**src/rtl/tmr_pkg.sv**
```systemverilog
package tmr_pkg;
  typedef enum logic [1:0] {
    MODE_TIMER = 2'b00,
    MODE_EVENT = 2'b01,
    MODE_PULSE = 2'b10,
    MODE_IDLE  = 2'b11
  } mode_e;

  localparam int unsigned CTL_RUN  = 0;
  localparam int unsigned CTL_IE   = 1;
  localparam int unsigned CTL_MODE = 2;
  localparam int unsigned CTL_FLAG = 4;
  localparam int unsigned CTL_BITS = 5;
endpackage

```
**src/rtl/tmr_evt_sync.sv**
```systemverilog
module tmr_evt_sync #(
  parameter int unsigned STAGES = 2
) (
  input  logic clk_i,
  input  logic rst_ni,
  input  logic evt_i,
  output logic level_o,
  output logic rise_o,
  output logic fall_o
);
  logic [STAGES:0] sh_q;

  always_ff @(posedge clk_i or negedge rst_ni) begin
    if (!rst_ni) sh_q <= '0;
    else         sh_q <= {sh_q[STAGES-1:0], evt_i};
  end

  assign level_o = sh_q[STAGES-1];
  assign rise_o  = sh_q[STAGES-1] & ~sh_q[STAGES];
  assign fall_o  = ~sh_q[STAGES-1] & sh_q[STAGES];
endmodule

```
**src/rtl/tmr_ctrl.sv**
```systemverilog
module tmr_ctrl
  import tmr_pkg::*;
#(
  parameter int unsigned W = 8
) (
  input  logic         clk_i,
  input  logic         rst_ni,
  input  logic         wr_i,
  input  logic [W-1:0] wdata_i,
  input  logic         ovf_i,
  input  logic         done_i,
  output logic         run_o,
  output logic         ie_o,
  output mode_e        mode_o,
  output logic         flag_o
);
  always_ff @(posedge clk_i or negedge rst_ni) begin
    if (!rst_ni) begin
      run_o  <= 1'b0;
      ie_o   <= 1'b0;
      mode_o <= MODE_TIMER;
      flag_o <= 1'b0;
    end else begin
      if (wr_i) begin
        run_o  <= wdata_i[CTL_RUN];
        ie_o   <= wdata_i[CTL_IE];
        mode_o <= mode_e'(wdata_i[CTL_MODE +: 2]);
      end else if (done_i) begin
        run_o <= 1'b0;
      end
      // overflow wins over a clearing write
      if (ovf_i)     flag_o <= 1'b1;
      else if (wr_i) flag_o <= wdata_i[CTL_FLAG];
    end
  end
endmodule

```
**src/rtl/tmr_count.sv**
```systemverilog
module tmr_count #(
  parameter int unsigned W = 8
) (
  input  logic         clk_i,
  input  logic         rst_ni,
  input  logic         pre_wr_i,
  input  logic         load_i,
  input  logic [W-1:0] wdata_i,
  input  logic         step_i,
  output logic [W-1:0] cnt_o,
  output logic [W-1:0] pre_o,
  output logic         ovf_o
);
  localparam logic [W-1:0] CNT_MAX = '1;

  assign ovf_o = step_i & (cnt_o == CNT_MAX);

  always_ff @(posedge clk_i or negedge rst_ni) begin
    if (!rst_ni) begin
      cnt_o <= '0;
      pre_o <= '0;
    end else begin
      if (pre_wr_i) pre_o <= wdata_i;
      if (load_i)      cnt_o <= wdata_i;
      else if (ovf_o)  cnt_o <= pre_o;
      else if (step_i) cnt_o <= cnt_o + 1'b1;
    end
  end
endmodule

```
**src/rtl/tmr_reload.sv**
```systemverilog
module tmr_reload
  import tmr_pkg::*;
#(
  parameter int unsigned W           = 8,
  parameter int unsigned SYNC_STAGES = 2
) (
  input  logic         clk_i,
  input  logic         rst_ni,
  input  logic         tick_i,
  input  logic         evt_i,
  input  logic         addr_i,
  input  logic         wr_i,
  input  logic         rd_i,
  input  logic [W-1:0] wdata_i,
  output logic [W-1:0] rdata_o,
  output logic         irq_o,
  output logic         wake_o
);
  logic         gate, rise, fall;
  logic         run, ie, flag, ovf, done, src, step, blk;
  logic         cnt_wr, ctl_wr;
  mode_e        mode;
  logic [W-1:0] cnt, pre, ctl_word;

  assign cnt_wr = wr_i & ~addr_i;
  assign ctl_wr = wr_i & addr_i;
  assign blk    = rd_i & ~addr_i;

  tmr_evt_sync #(.STAGES(SYNC_STAGES)) u_sync (
    .clk_i, .rst_ni, .evt_i,
    .level_o(gate), .rise_o(rise), .fall_o(fall)
  );

  always_comb begin
    unique case (mode)
      MODE_TIMER: src = tick_i;
      MODE_EVENT: src = rise;
      MODE_PULSE: src = tick_i & gate;
      default:    src = 1'b0;
    endcase
  end

  assign step = run & ~blk & src;
  assign done = run & (mode == MODE_PULSE) & fall;

  tmr_ctrl #(.W(W)) u_ctrl (
    .clk_i, .rst_ni,
    .wr_i(ctl_wr), .wdata_i,
    .ovf_i(ovf), .done_i(done),
    .run_o(run), .ie_o(ie), .mode_o(mode), .flag_o(flag)
  );

  tmr_count #(.W(W)) u_count (
    .clk_i, .rst_ni,
    .pre_wr_i(cnt_wr), .load_i(cnt_wr & ~run), .wdata_i,
    .step_i(step),
    .cnt_o(cnt), .pre_o(pre), .ovf_o(ovf)
  );

  always_comb begin
    ctl_word                  = '0;
    ctl_word[CTL_RUN]         = run;
    ctl_word[CTL_IE]          = ie;
    ctl_word[CTL_MODE +: 2]   = mode;
    ctl_word[CTL_FLAG]        = flag;
  end

  assign rdata_o = addr_i ? ctl_word : cnt;
  assign irq_o   = flag & ie;
  assign wake_o  = ovf;
endmodule

```
**config.mk**
```make
export PLATFORM = sky130hd
export DESIGN_NAME = tmr_reload
export DESIGN_NICKNAME = d
export VERILOG_FILES = /design/src/rtl/tmr_pkg.sv /design/src/rtl/tmr_evt_sync.sv /design/src/rtl/tmr_ctrl.sv /design/src/rtl/tmr_count.sv /design/src/rtl/tmr_reload.sv
export SDC_FILE = /design/constraint.sdc
export NUM_CORES = 1
export LEC_CHECK = 0
export ABC_AREA = 1
export BUFFER_PORTS_ARGS = -buffer_cell sky130_fd_sc_hd__clkbuf_2
export CAP_MARGIN = 30
export CORE_MARGIN = 2
export CORE_UTILIZATION = 55
export CTS_CLUSTER_SIZE = 24
export DETAILED_ROUTE_END_ITERATION = 10
export GPL_TIMING_DRIVEN = 0
export HOLD_SLACK_MARGIN = 0.02
export PLACE_DENSITY = 0.85
export SYNTH_ARGS = -nofsm -noshare
export SYNTH_HDL_FRONTEND = slang
export SYNTH_SLANG_ARGS = --single-unit
```
**constraint.sdc**
```tcl
create_clock -name clk_i -period 1.8 [get_ports clk_i]
set_input_delay 0.27 -clock clk_i [delete_from_list [all_inputs] [get_ports clk_i]]
set_output_delay 0.27 -clock clk_i [all_outputs]
set_load 0.02 [all_outputs]
```
=== Word level (Yosys, flattened, before mapping) ===
Index checks and enable logic that the tools add are counted.

* Register bits: 24
* Latch bits: 0
* Memory bits (writable): 0
* Memory bits (read-only): 0
* Input bits: 15
* Output and inout bits: 10
* Logic and storage cells: 42
* Memories kept: 0

* Add/sub/neg operators: 1
* Multipliers: 0
* Divide/modulo/power cells: 0
* $lt $le $gt $ge: 0
* Equal/unequal tests: 3
* Shift-type cells: 0
* Muxes and demuxes: 9
* Bitwise operators: 18
* Reductions and logical operators: 4

{| class="wikitable"
|+ Operators by type and width
! cell !! count
|-
| 8-bit two-way mux || 4
|-
| 1-bit bitwise AND || 13
|-
| 8-bit by 1-bit adder with 8-bit output, second input constant || 1
|-
| 8-bit == test, second input constant || 1
|-
| 1-bit inverter || 5
|-
| 1-bit two-way mux || 4
|-
| 2-bit nonzero test || 2
|-
| 1-bit one-hot mux with 3 select lines || 1
|-
| 3-bit nonzero test || 1
|-
| 2-bit by 1-bit == test with 1-bit output, second input constant || 1
|-
| 2-bit == test, second input constant || 1
|-
| 2-bit logical NOT || 1
|}

=== Depth between registers and ports, before layout ===
Gate-level depths: netlist of the first run.

* Depth after elaboration: 8
* Mapped depth: 11
* Mapped depth without buffers: 11

=== Hierarchy ===
A second synthesis of the first run with hierarchy kept.

* Cells, all modules: 191
* Area, all modules: 1417.6 um^2

{| class="wikitable"
|+ Modules (own cells, without submodules)
! module !! instances !! cells an instance !! area each (um^2) !! sequential area each (um^2)
|-
| tmr_count || 1 || 120 || 943.4 || 400.4
|-
| tmr_ctrl || 1 || 23 || 193.9 || 125.1
|-
| tmr_reload || 1 || 41 || 190.2 || 0.0
|-
| tmr_evt_sync || 1 || 7 || 90.1 || 75.1
|}

=== Worst setup path before layout of the first run ===
Ideal clock, no wire load.

* Path kind: reg2out
* Start point: reg u_ctrl.mode_o[1]
* End point: out wake_o
* Arrival: 1.225 ns
* Data required time: 1.530 ns
* Setup slack: 0.305 ns
* Stages on the path, launching flop included: 9
* Path buffers: 0
* Cells stage by stage: dfrtp_1 > inv_1 > ha_1 > nand2_1 > inv_1 > nand3_1 > nand2_2 > nand3_2 > inv_1

* Longest elaborated chain between the ends: 4
* Elaborated cells on any way between the ends: 6
* Those cells by class: 2 x eq/ne; 1 x mux; 2 x bitwise; 1 x reduce/logical

{| class="wikitable"
|+ Ends and longest elaborated chain
! element !! line !! RTL
|-
| start, declared || tmr_ctrl.sv:14 || <nowiki>output mode_e mode_o,</nowiki>
|-
| start signal, assigned || tmr_ctrl.sv:27 || <nowiki>mode_o <= mode_e'(wdata_i[CTL_MODE +: 2]);</nowiki>
|-
| 2-bit == test (tied with other cells) || tmr_reload.sv:35 || <nowiki>unique case (mode)</nowiki>
|-
| 1-bit one-hot mux with 3 select lines * || tmr_reload.sv:35 ||
|-
| 1-bit bitwise AND * || tmr_reload.sv:43 || <nowiki>assign step = run & ~blk & src;</nowiki>
|-
| 1-bit bitwise AND * || tmr_count.sv:16 || <nowiki>assign ovf_o = step_i & (cnt_o == CNT_MAX);</nowiki>
|-
| end, declared || tmr_reload.sv:17 || <nowiki>output logic wake_o</nowiki>
|}

Every way passes the cells marked *; elsewhere a longest branch is shown, timed or not.

=== Worst setup path in the final report of the first run ===
Ends and elaborated chain as after synthesis.

==> results.yml, run 1 <==
sta:
  clock_skew_ns: 0.01109
  fmax_mhz: 535.1
  relSlewSlack_pct: 59.54
  finalHoldViolCount: 0
  rsz0062_at_grt: "yes"
  fin_crit_sh_pct: 103.8
  worst_pin_slew_ns: 0.6069
  hold_slack_ns: 0.1688
  layout_min_cycle_time_ns: 1.869
  finalWorstSetupSlack_ns: -0.06871
  final_max_slew_viol_count: 0
  report.final.setup_viol: 1
worst_setup_path:
  reg2reg_to: "u_count.cnt_o[3]$_DFFE_PN0P_"
  worstPathArrival_ns: 1.60
  crit_fanout: 3
  endpoint_kind: "output port"
  cp.required_ns: 1.53
  r2r_slack_ns: 0.11
  crit_path_start_kind: "flop"
  reg2reg_depth: 13
  rr_startpoint: "u_ctrl.mode_o[0]$_DFFE_PN0P_"
  worst-setup-path-type: "flop to output port"
detailed_routing:
  drt_iter0_drc: 82
  drc: 0
  wl_met2_um: 1839
  routed_wl_um: 3522
  wl_per_cell_um: 13.49
  maxUsedRoutingLayer: "met4"
  dr_wl_met3_um: 175
  first_pass_iters: 4
  wl_met1_um: 1471
  vias: 1365
  final_antenna_net_count: 0
  vias_per_cell: 5.230
synthesis:
  synth_area_um2: 1458
  synth_seq_cells: 24
  avgSynthCellArea_um2: 7.514
  yosysWarnings: 0
  synth.top_cell.area_share_pct: 41.20
  synth_area_leaders: "dfrtp_1, nand2_1, inv_1"
  yosysSeqAreaShare_pct: 41.20
  synthCells: 194
  synth_cell_types: 25
  synth_top_area_cell: "dfrtp_1"
  synthesis.nets: 213
pwr:
  p_leak_nw: 0.9594
  peakVddDrop_uv: 920.2
  p_per_area_nw_per_um2: 995.9
placed_design:
  gp_congestion: 0.8358
  dp_slack_ns: 0.01946
  dp_hpwl_um: 2410
  io_buffers: 23
  place_inst: 247
min_path:
  min_to: "u_count.pre_o[7]$_DFFE_PN0P_"
  hold_start: "wdata_i[7]"
  min_path_type: "primary input to flop"
  holdPathStages: 3
run_status:
  violations: "negative setup slack"
  status: "complete, but fails checks"
floorplan:
  rows: 18
  start_util_pct: 58.31
  pin_count: 25
  die_w_um: 55.48
  die-area_um2: 3078
  core_region_area_um2: 2500
  die_h_um: 55.48
clock_tree:
  clock_latency_ns: 0.32
  cts_buffer_depth: 2
  numCtsBuffers: 3
  cts_tree: "yes"
  cts.clk_slew.worst_paths_ns: 0.13
  cts_sinks: 24
  cts.htree.levels: 1
  cts-root-buf: "clkbuf_4"
finish:
  layout_common_cells: "nand2_1, dfrtp_1, clkbuf_2"
  nFillCells: 203
  synthToLayoutAreaGrowth_pct: 23.52
  multiInputGateArea_um2: 758.2
  regArea_um2: 600.6
  nNetsFinal: 251
  instances_no_fill: 261
  layout-drive-gt1-share_pct: 28.14
  layout_commonest_cell: "nand2_1"
  fin_util_pct: 72.02
  antennaDiodeCount: 0
global_routing:
  grt_pass1_vias: 1328
  gr-total-overflow: 0
  grtUsageTotal_pct: 24.96
  antenna_found_initial: 0
  grt_pass1_wl_um: 6016
  grt_max_degree: 25
flow_run:
  maxCapViolations: 0
[routing by layer]
layer,track usage [%],vias up
li1,-,684
met1,33.13,638
met2,40.82,39
met3,4.918,4
met4,8.362,0
met5,0,-
[worst max-delay path by stage]
stage          slack [ns]  endpoint                          from
6_report            -0.07    wake_o  u_ctrl.mode_o[1]$_DFFE_PN0P_
5_1_grt             -0.15    wake_o  u_ctrl.mode_o[1]$_DFFE_PN0P_
4_1_cts             -0.09    wake_o  u_ctrl.mode_o[1]$_DFFE_PN0P_
3_5_place_dp         0.02    wake_o  u_count.cnt_o[0]$_DFFE_PN0P_
3_3_place_gp         0.06    wake_o  u_count.cnt_o[0]$_DFFE_PN0P_
2_1_floorplan        0.31    wake_o  u_ctrl.mode_o[1]$_DFFE_PN0P_
[registers in the layout, summed over array words and instances, names as in the netlist]
| name | count |
|---|---|
| u_ctrl.flag_o | 1 |
| u_sync.sh_q | 3 |
| u_ctrl.mode_o | 2 |
| u_ctrl.ie_o | 1 |
| u_ctrl.run_o | 1 |
| u_count.cnt_o | 8 |
| u_count.pre_o | 8 |
[cell usage after synthesis, drive strengths merged]
cell / number
a21oi: 3
buf: 2
dfrtp: 24
ha: 4
inv: 29
mux2: 1
nand2: 71
nand3: 18
nand4: 4
nor2: 17
nor3: 1
o211ai: 1
o21ai: 16
xnor2: 1
xor2: 2
[what timing repair did]
item,CTS,global route
buffers inserted,5,4
endpoints found under the setup margin,1,2
hold buffers,1,1
pin swaps,2,2
gates resized for setup,8,9
hold endpoints to repair,24,1
[power by group]
group	leakage (nW)	internal, W	switching, W
Clock	0.0279	0.000225	0.000172
Sequential	0.291	0.000640	0.000126
Combinational	0.640	0.000251	0.000380
[metrics by stage]
stage / power [W] / setup TNS, ns / area [um2]
finish: 0.001793 / -0.06871 / 1800
global route: 0.001912 / -0.1549 / 1800
CTS: 0.001744 / -0.08849 / 1739
detailed placement: 0.001319 / 0 / 1610
global placement: 0.001294 / 0 / 1610
floorplan: 0.001151 / 0 / 1458
[cell families (layout without fill, tap and decap cells)]
family          after synthesis  after routing  synth area share, %
flops                        24             24                41.20
buf+inv                      31             68                9.528
mux                           1              1               0.7725
xor+xnor                      3              3                1.803
fa+ha+maj                     4              4                3.434
simple gates                111            111                35.19
compound gates               20             20                8.069
[area by class of cell]
type	count	area share, %
Buffer	2	1.459
Clock buffer	3	1.251
Clock inverter	1	1.668
Inverter	29	6.463
Multi-Input combinational cell	139	42.11
Sequential cell	24	33.36
Tap cell	30	2.085
Timing Repair Buffer	33	11.61
[critical path, cell delays in order (launching register included)]
cell	delay, ns
dfrtp_1	0.43
buf_4	0.15
ha_1	0.17
inv_1	0.06
nand2_2	0.06
a21oi_4	0.15
nand3_4	0.09
inv_2	0.07
buf_8	0.10
Power figures use the tool's default switching activity.
==> run 2, diff against run 1 <==
--- a/config.mk
+++ b/config.mk
@@ -12,7 +12,6 @@
 export CORE_UTILIZATION = 55
 export CTS_CLUSTER_SIZE = 24
 export DETAILED_ROUTE_END_ITERATION = 10
-export GPL_TIMING_DRIVEN = 0
 export HOLD_SLACK_MARGIN = 0.02
 export PLACE_DENSITY = 0.85
 export SYNTH_ARGS = -nofsm -noshare
==> run 2 against run 1 <==
Net effect: the flow still finishes with violations (negative setup slack); sequential share of layout area up 1.2 points; non-clock buffer count down 3; sequential cell count unchanged; clock skew down 0.0027 ns; hold slack worse by 0.0018 ns; sequential power about the same; die area unchanged; count of clock-buffer cells in the layout up 1; critical path depth up 1; global-route usage down 0.26 points; clock power down 28%; critical path type unchanged; highest routed layer unchanged.
==> results.yml, run 2 (same netlist as run 1, synthesis figures left out) <==
floorplan:
  rows: 18
  pin_count: 25
  die-area_um2: 3078
  die_h_um: 55.48
  die_w_um: 55.48
  core_region_area_um2: 2500
  start_util_pct: 58.31
run_status:
  status: "complete, but fails checks"
  violations: "negative setup slack"
sta:
  relSlewSlack_pct: 60.64
  report.final.setup_viol: 1
  fin_crit_sh_pct: 105.6
  worst_pin_slew_ns: 0.5904
  rsz0062_at_grt: "yes"
  fmax_mhz: 526.1
  finalHoldViolCount: 0
  layout_min_cycle_time_ns: 1.901
  finalWorstSetupSlack_ns: -0.1009
  final_max_slew_viol_count: 0
  clock_skew_ns: 0.008406
clock_tree:
  clock_latency_ns: 0.31
  cts_sinks: 24
  numCtsBuffers: 3
  cts.htree.levels: 1
  cts_tree: "yes"
  cts.clk_slew.worst_paths_ns: 0.14
  cts_buffer_depth: 2
  cts-root-buf: "clkbuf_4"
pwr:
  p_per_area_nw_per_um2: 958.9
  peakVddDrop_uv: 786.1
  p_leak_nw: 0.9303
finish:
  instances_no_fill: 258
  antennaDiodeCount: 0
  layout_commonest_cell: "nand2_1"
  nNetsFinal: 248
  reg_top3: "u_count.cnt_o x8, u_count.pre_o x8, u_sync.sh_q x3"
  fin_util_pct: 69.62
  synthToLayoutAreaGrowth_pct: 19.40
  layout_common_cells: "nand2_1, clkbuf_2, dfrtp_1"
  layout-drive-gt1-share_pct: 27.19
worst_setup_path:
  cp.required_ns: 1.53
  endpoint_kind: "output port"
  worst-setup-path-type: "flop to output port"
  crit_path_start_kind: "flop"
  path_cells: "inv_2 -> ha_4 -> nand2_2 -> inv_2 -> nand3_2 -> nand2_2 -> nand3_2 -> inv_2 -> buf_8"
  slowest_delay_ns: 0.42
  crit_fanout: 3
  crit_family: "flip-flops"
  reg2reg_depth: 12
  worstPathArrival_ns: 1.63
  crit_path_top_delay_cell: "dfrtp_1"
  cp.depth: 9
  crit_top_cell: "inv_2"
  cp_num_buf_inv: 4
detailed_routing:
  first_pass_iters: 5
  vias_per_cell: 5.190
  vias: 1339
  drc: 0
  wl_per_cell_um: 13.13
  final_antenna_net_count: 0
  drt_iter0_drc: 78
  routed_wl_um: 3388
global_routing:
  grt_pass1_wl_um: 5906
  grtUsageTotal_pct: 24.70
  grt_pass1_vias: 1300
  antenna_found_initial: 0
  grt_max_degree: 25
  gr-total-overflow: 0
placed_design:
  io_buffers: 24
  place_inst: 247
  gp_congestion: 0.8809
  dp_hpwl_um: 2384
min_path:
  min_path_type: "primary input to flop"
  holdPathStages: 3
flow_run:
  maxCapViolations: 0
==> run 2: what timing repair did <==
| action | in CTS | in global routing |
|---|---|---|
| setup endpoints to repair | 1 | 2 |
| pin swaps | 3 | 2 |
| buffers inserted | 4 | 1 |
| gates resized for setup | 11 | 3 |
| hold endpoints to repair | 24 | 1 |
| hold buffers | 1 | 1 |
==> run 2: path summary, 6_finish.rpt <==
check,slack (ns),from,end
max,-0.10,u_ctrl.mode_o[0]$_DFFE_PN0P_,wake_o
min,0.17,wdata_i[7],u_count.pre_o[7]$_DFFE_PN0P_
max reg2reg,0.14,u_ctrl.mode_o[0]$_DFFE_PN0P_,u_count.cnt_o[6]$_DFFE_PN0P_
min reg2reg,0.37,u_sync.sh_q[0]$_DFF_PN0_,u_sync.sh_q[1]$_DFF_PN0_
max in group asynchronous,0.91,rst_ni,u_ctrl.mode_o[1]$_DFFE_PN0P_
min in group asynchronous,0.48,rst_ni,u_ctrl.mode_o[0]$_DFFE_PN0P_
==> run 2: worst min-delay path: stages <==
cell and delay, ns:
clkbuf_2 0.09, nand2_1 0.05, nand2_1 0.04
==> run 2: area by class of cell <==
cell class                 count  area [um2]
timing repair buffer          32       195.2
clock buffer                   4       36.28
multi-input combinational    139       753.2
tap                           30       37.54
inverter                      29       116.4
fill                         204       759.5
sequential                    24       601.8
==> run 2: per-stage QoR <==
step	total power (W)	cell area, um2	hold slack (ns)	setup slack [ns]	setup TNS, ns
after floorplan	0.001151	1458	-0.02559	0.3051	0
after global placement	0.001296	1600	0.2978	0.2361	0
after detailed placement	0.001310	1600	0.3025	0.1682	0
after CTS	0.001648	1710	0.04022	-0.07604	-0.07604
after global routing	0.001804	1740	0.1559	-0.2099	-0.2099
final	0.001669	1740	0.1670	-0.1009	-0.1009
==> run 2: routing by layer <==
metal	global-route usage [%]	up-vias	share of wire, %
met4	10.80	0	1.2
met2	39.80	54	49
met3	3.981	4	7.6
li1	-	678	-
met1	32.83	603	42
met5	0	-	0
==> run 2: report_power, final <==
| part | switching, W | internal (W) | total, W |
|---|---|---|---|
| registers | 0.000122 | 0.000640 | 0.000762 |
| logic | 0.000377 | 0.000245 | 0.000622 |
| clock network | 0.000161 | 0.000124 | 0.000285 |
| total | 0.000660 | 0.00101 | 0.00167 |
==> run 3, diff against run 2 <==
--- a/config.mk
+++ b/config.mk
@@ -7,13 +7,14 @@
 export LEC_CHECK = 0
 export ABC_AREA = 1
 export BUFFER_PORTS_ARGS = -buffer_cell sky130_fd_sc_hd__clkbuf_2
-export CAP_MARGIN = 30
+export CAP_MARGIN = 20
 export CORE_MARGIN = 2
 export CORE_UTILIZATION = 55
 export CTS_CLUSTER_SIZE = 24
 export DETAILED_ROUTE_END_ITERATION = 10
 export HOLD_SLACK_MARGIN = 0.02
-export PLACE_DENSITY = 0.85
+export PLACE_DENSITY = 0.86
 export SYNTH_ARGS = -nofsm -noshare
 export SYNTH_HDL_FRONTEND = slang
+export SYNTH_HIERARCHICAL = 1
 export SYNTH_SLANG_ARGS = --single-unit
==> run 3 against run 2 <==
Net effect: the run still ends with negative setup slack left; utilization is essentially flat; synthesized area decreased by 2.7%; via count fell by 0.52%; highest routed layer unchanged.
==> results.yml, run 3 <==
worst_setup_path:
  cp.required_ns: 1.53
  worst-setup-path-type: "flop to output port"
  crit_fanout: 3
  crit_path_top_delay_cell: "dfrtp_1"
  path_cells: "inv_1 -> nor2_1 -> nand2_1 -> nand2_1 -> nand2_1 -> nor2_2 -> inv_2 -> nor2_8 -> nand2_4 -> inv_4 -> buf_8"
  endpoint_kind: "output port"
  crit_path_start_kind: "flop"
  crit_top_cell: "nand2_1"
  slowest_delay_ns: 0.38
  r2r_slack_ns: 0.13
  worstPathArrival_ns: 1.58
finish:
  instances_no_fill: 260
  reg_top3: "u_count/cnt_o x8, u_count/pre_o x8, u_sync/sh_q x3"
  layout_commonest_cell: "nand2_1"
  fin_util_pct: 69.57
  nNetsFinal: 248
  layout-drive-gt1-share_pct: 25.65
  layout_common_cells: "nand2_1, inv_1, dfrtp_1"
  nFillCells: 211
  antennaDiodeCount: 0
  fin_area_um2: 1708
  synthToLayoutAreaGrowth_pct: 20.48
clock_tree:
  cts_tree: "yes"
  cts_buffer_depth: 2
  numCtsBuffers: 3
  clock_latency_ns: 0.31
  cts.clk_slew.worst_paths_ns: 0.11
  cts.htree.levels: 1
  cts-root-buf: "clkbuf_4"
  cts_sinks: 24
detailed_routing:
  drc: 0
  drt_iter0_drc: 50
  vias: 1332
  final_antenna_net_count: 0
  wl_per_cell_um: 12.21
  first_pass_iters: 4
  vias_per_cell: 5.123
  routed_wl_um: 3175
pwr:
  p_leak_nw: 0.9730
  peakVddDrop_uv: 627.9
  p_per_area_nw_per_um2: 900.6
sta:
  final_max_slew_viol_count: 0
  layout_min_cycle_time_ns: 1.849
  report.final.setup_viol: 1
  fmax_mhz: 540.7
  relSlewSlack_pct: 61.51
  finalHoldViolCount: 0
  finalSetupTns_ns: -0.04945
  worst_pin_slew_ns: 0.5774
  clock_skew_ns: 0.0005257
  fin_crit_sh_pct: 102.7
  finalWorstSetupSlack_ns: -0.04945
  rsz0062_at_grt: "yes"
floorplan:
  pin_count: 25
  die_w_um: 54.77
  die_h_um: 54.77
  start_util_pct: 57.75
  rows: 18
  core_region_area_um2: 2455
  die-area_um2: 3000
synthesis:
  synth_area_um2: 1418
  yosysWarnings: 6
  synth_ff_type: "dfrtp_1"
  synth_edf_count: 0
  synth_seq_cells: 24
  synth_top_area_cell: "dfrtp_1"
  yosysSeqAreaShare_pct: 42.37
  synth_area_leaders: "dfrtp_1, nand2_1, inv_1"
  avgSynthCellArea_um2: 7.422
  async_reset_ff_share_pct: 100.0
  synth.most_common_cell: "nand2_1"
  synth_common_cells: "nand2_1, inv_1, dfrtp_1"
  synthesis.nets: 207
  synth.top_cell.area_share_pct: 42.37
  synthCells: 191
  synth_cell_types: 26
placed_design:
  place_inst: 247
  gp_congestion: 0.8520
  io_buffers: 24
  place_area_um2: 1589
  dp_slack_ns: 0.1119
  dp_hpwl_um: 2291
run_status:
  violations: "negative setup slack"
  status: "complete, but fails checks"
global_routing:
  gr-total-overflow: 0
  antenna_found_initial: 0
  grt_pass1_wl_um: 5313
  grt_pass1_vias: 1143
  grtUsageTotal_pct: 25.46
  grt_max_degree: 25
flow_run:
  maxCapViolations: 0
min_path:
  min_path_type: "primary input to flop"
run 3: cell types whose count changed in the layout (fill, tap and decap cells not counted), sizes merged, moves of 3 or more:
cell   before  now
ha          4    1
o21ai      16   10
buf         7   16
nand4       4    0
a22oi       0    6
nand2      71   65
run 3: stage by stage:
stage | hold slack (ns) | total power (W)
final | 0.05152 | 0.001538
after global routing | 0.03737 | 0.001667
after CTS | 0.04015 | 0.001537
after detailed placement | 0.2923 | 0.001269
after global placement | 0.3005 | 0.001256
after floorplan | -0.02559 | 0.001109
run 3: path summary, 6_finish.rpt:
kind                                          startpoint                      endpoint  depth (start not counted)
worst max-delay path            u_sync/sh_q[1]$_DFF_PN0_                        wake_o                         11
min in group asynchronous                         rst_ni  u_count/cnt_o[1]$_DFFE_PN0P_                          2
worst min register to register  u_sync/sh_q[0]$_DFF_PN0_      u_sync/sh_q[1]$_DFF_PN0_                          0
worst max register to register  u_sync/sh_q[1]$_DFF_PN0_  u_count/cnt_o[1]$_DFFE_PN0P_                         13
worst min-delay path                               evt_i      u_sync/sh_q[0]$_DFF_PN0_                          1
max in group asynchronous                         rst_ni  u_count/cnt_o[5]$_DFFE_PN0P_                          2
run 3: layer usage:
metal  GRT usage, %  share of wire, %  wire [um]
met1          35.44                45       1440
met2          38.89                47       1483
met3          3.825               6.3        200
met4          11.67               1.6         51
met5              0                 0          0
run 3: layout make-up:
cell class | count | area, um2 | area share (%)
Clock buffer | 3 | 22.52 | 1.319
Inverter | 31 | 118.9 | 6.960
Multi-Input combinational cell | 132 | 671.9 | 39.34
Sequential cell | 24 | 600.6 | 35.16
Tap cell | 30 | 37.54 | 2.198
Timing Repair Buffer | 40 | 256.5 | 15.02
run 3: cells by family (layout without fill, tap and decap cells):
group,after synthesis,count (layout),share of synthesized area [%]
XOR/XNOR,1,1,0.6179
AND/OR/NAND/NOR,106,106,35.13
flip-flops,24,24,42.37
multiplexers,2,2,1.589
buffers and inverters,35,74,10.41
adder cells (fa/ha/maj),1,1,0.8825
AO/OA/AOI/OAI,22,22,9.002
run 3: worst max-delay path: cells and delay by family (launching register included):
family                 cells  cell delay, ns
DFF                        1            0.38
and+or+nand+nor            7            0.58
buffers and inverters      4            0.30
run 3: timing repair:
item,4_1_cts,5_1_grt
setup endpoints to repair,1,8
hold buffers,1,0
pin swaps,2,3
endpoints found under the hold margin,24,0
gates resized for setup,6,3
setup buffers,8,2
run 3: power by group:
group          internal [W]  switching, W  total, W
clock             0.0000785      0.000149  0.000228
combinational      0.000231      0.000330  0.000561
sequential         0.000639      0.000110  0.000749
total              0.000949      0.000590   0.00154
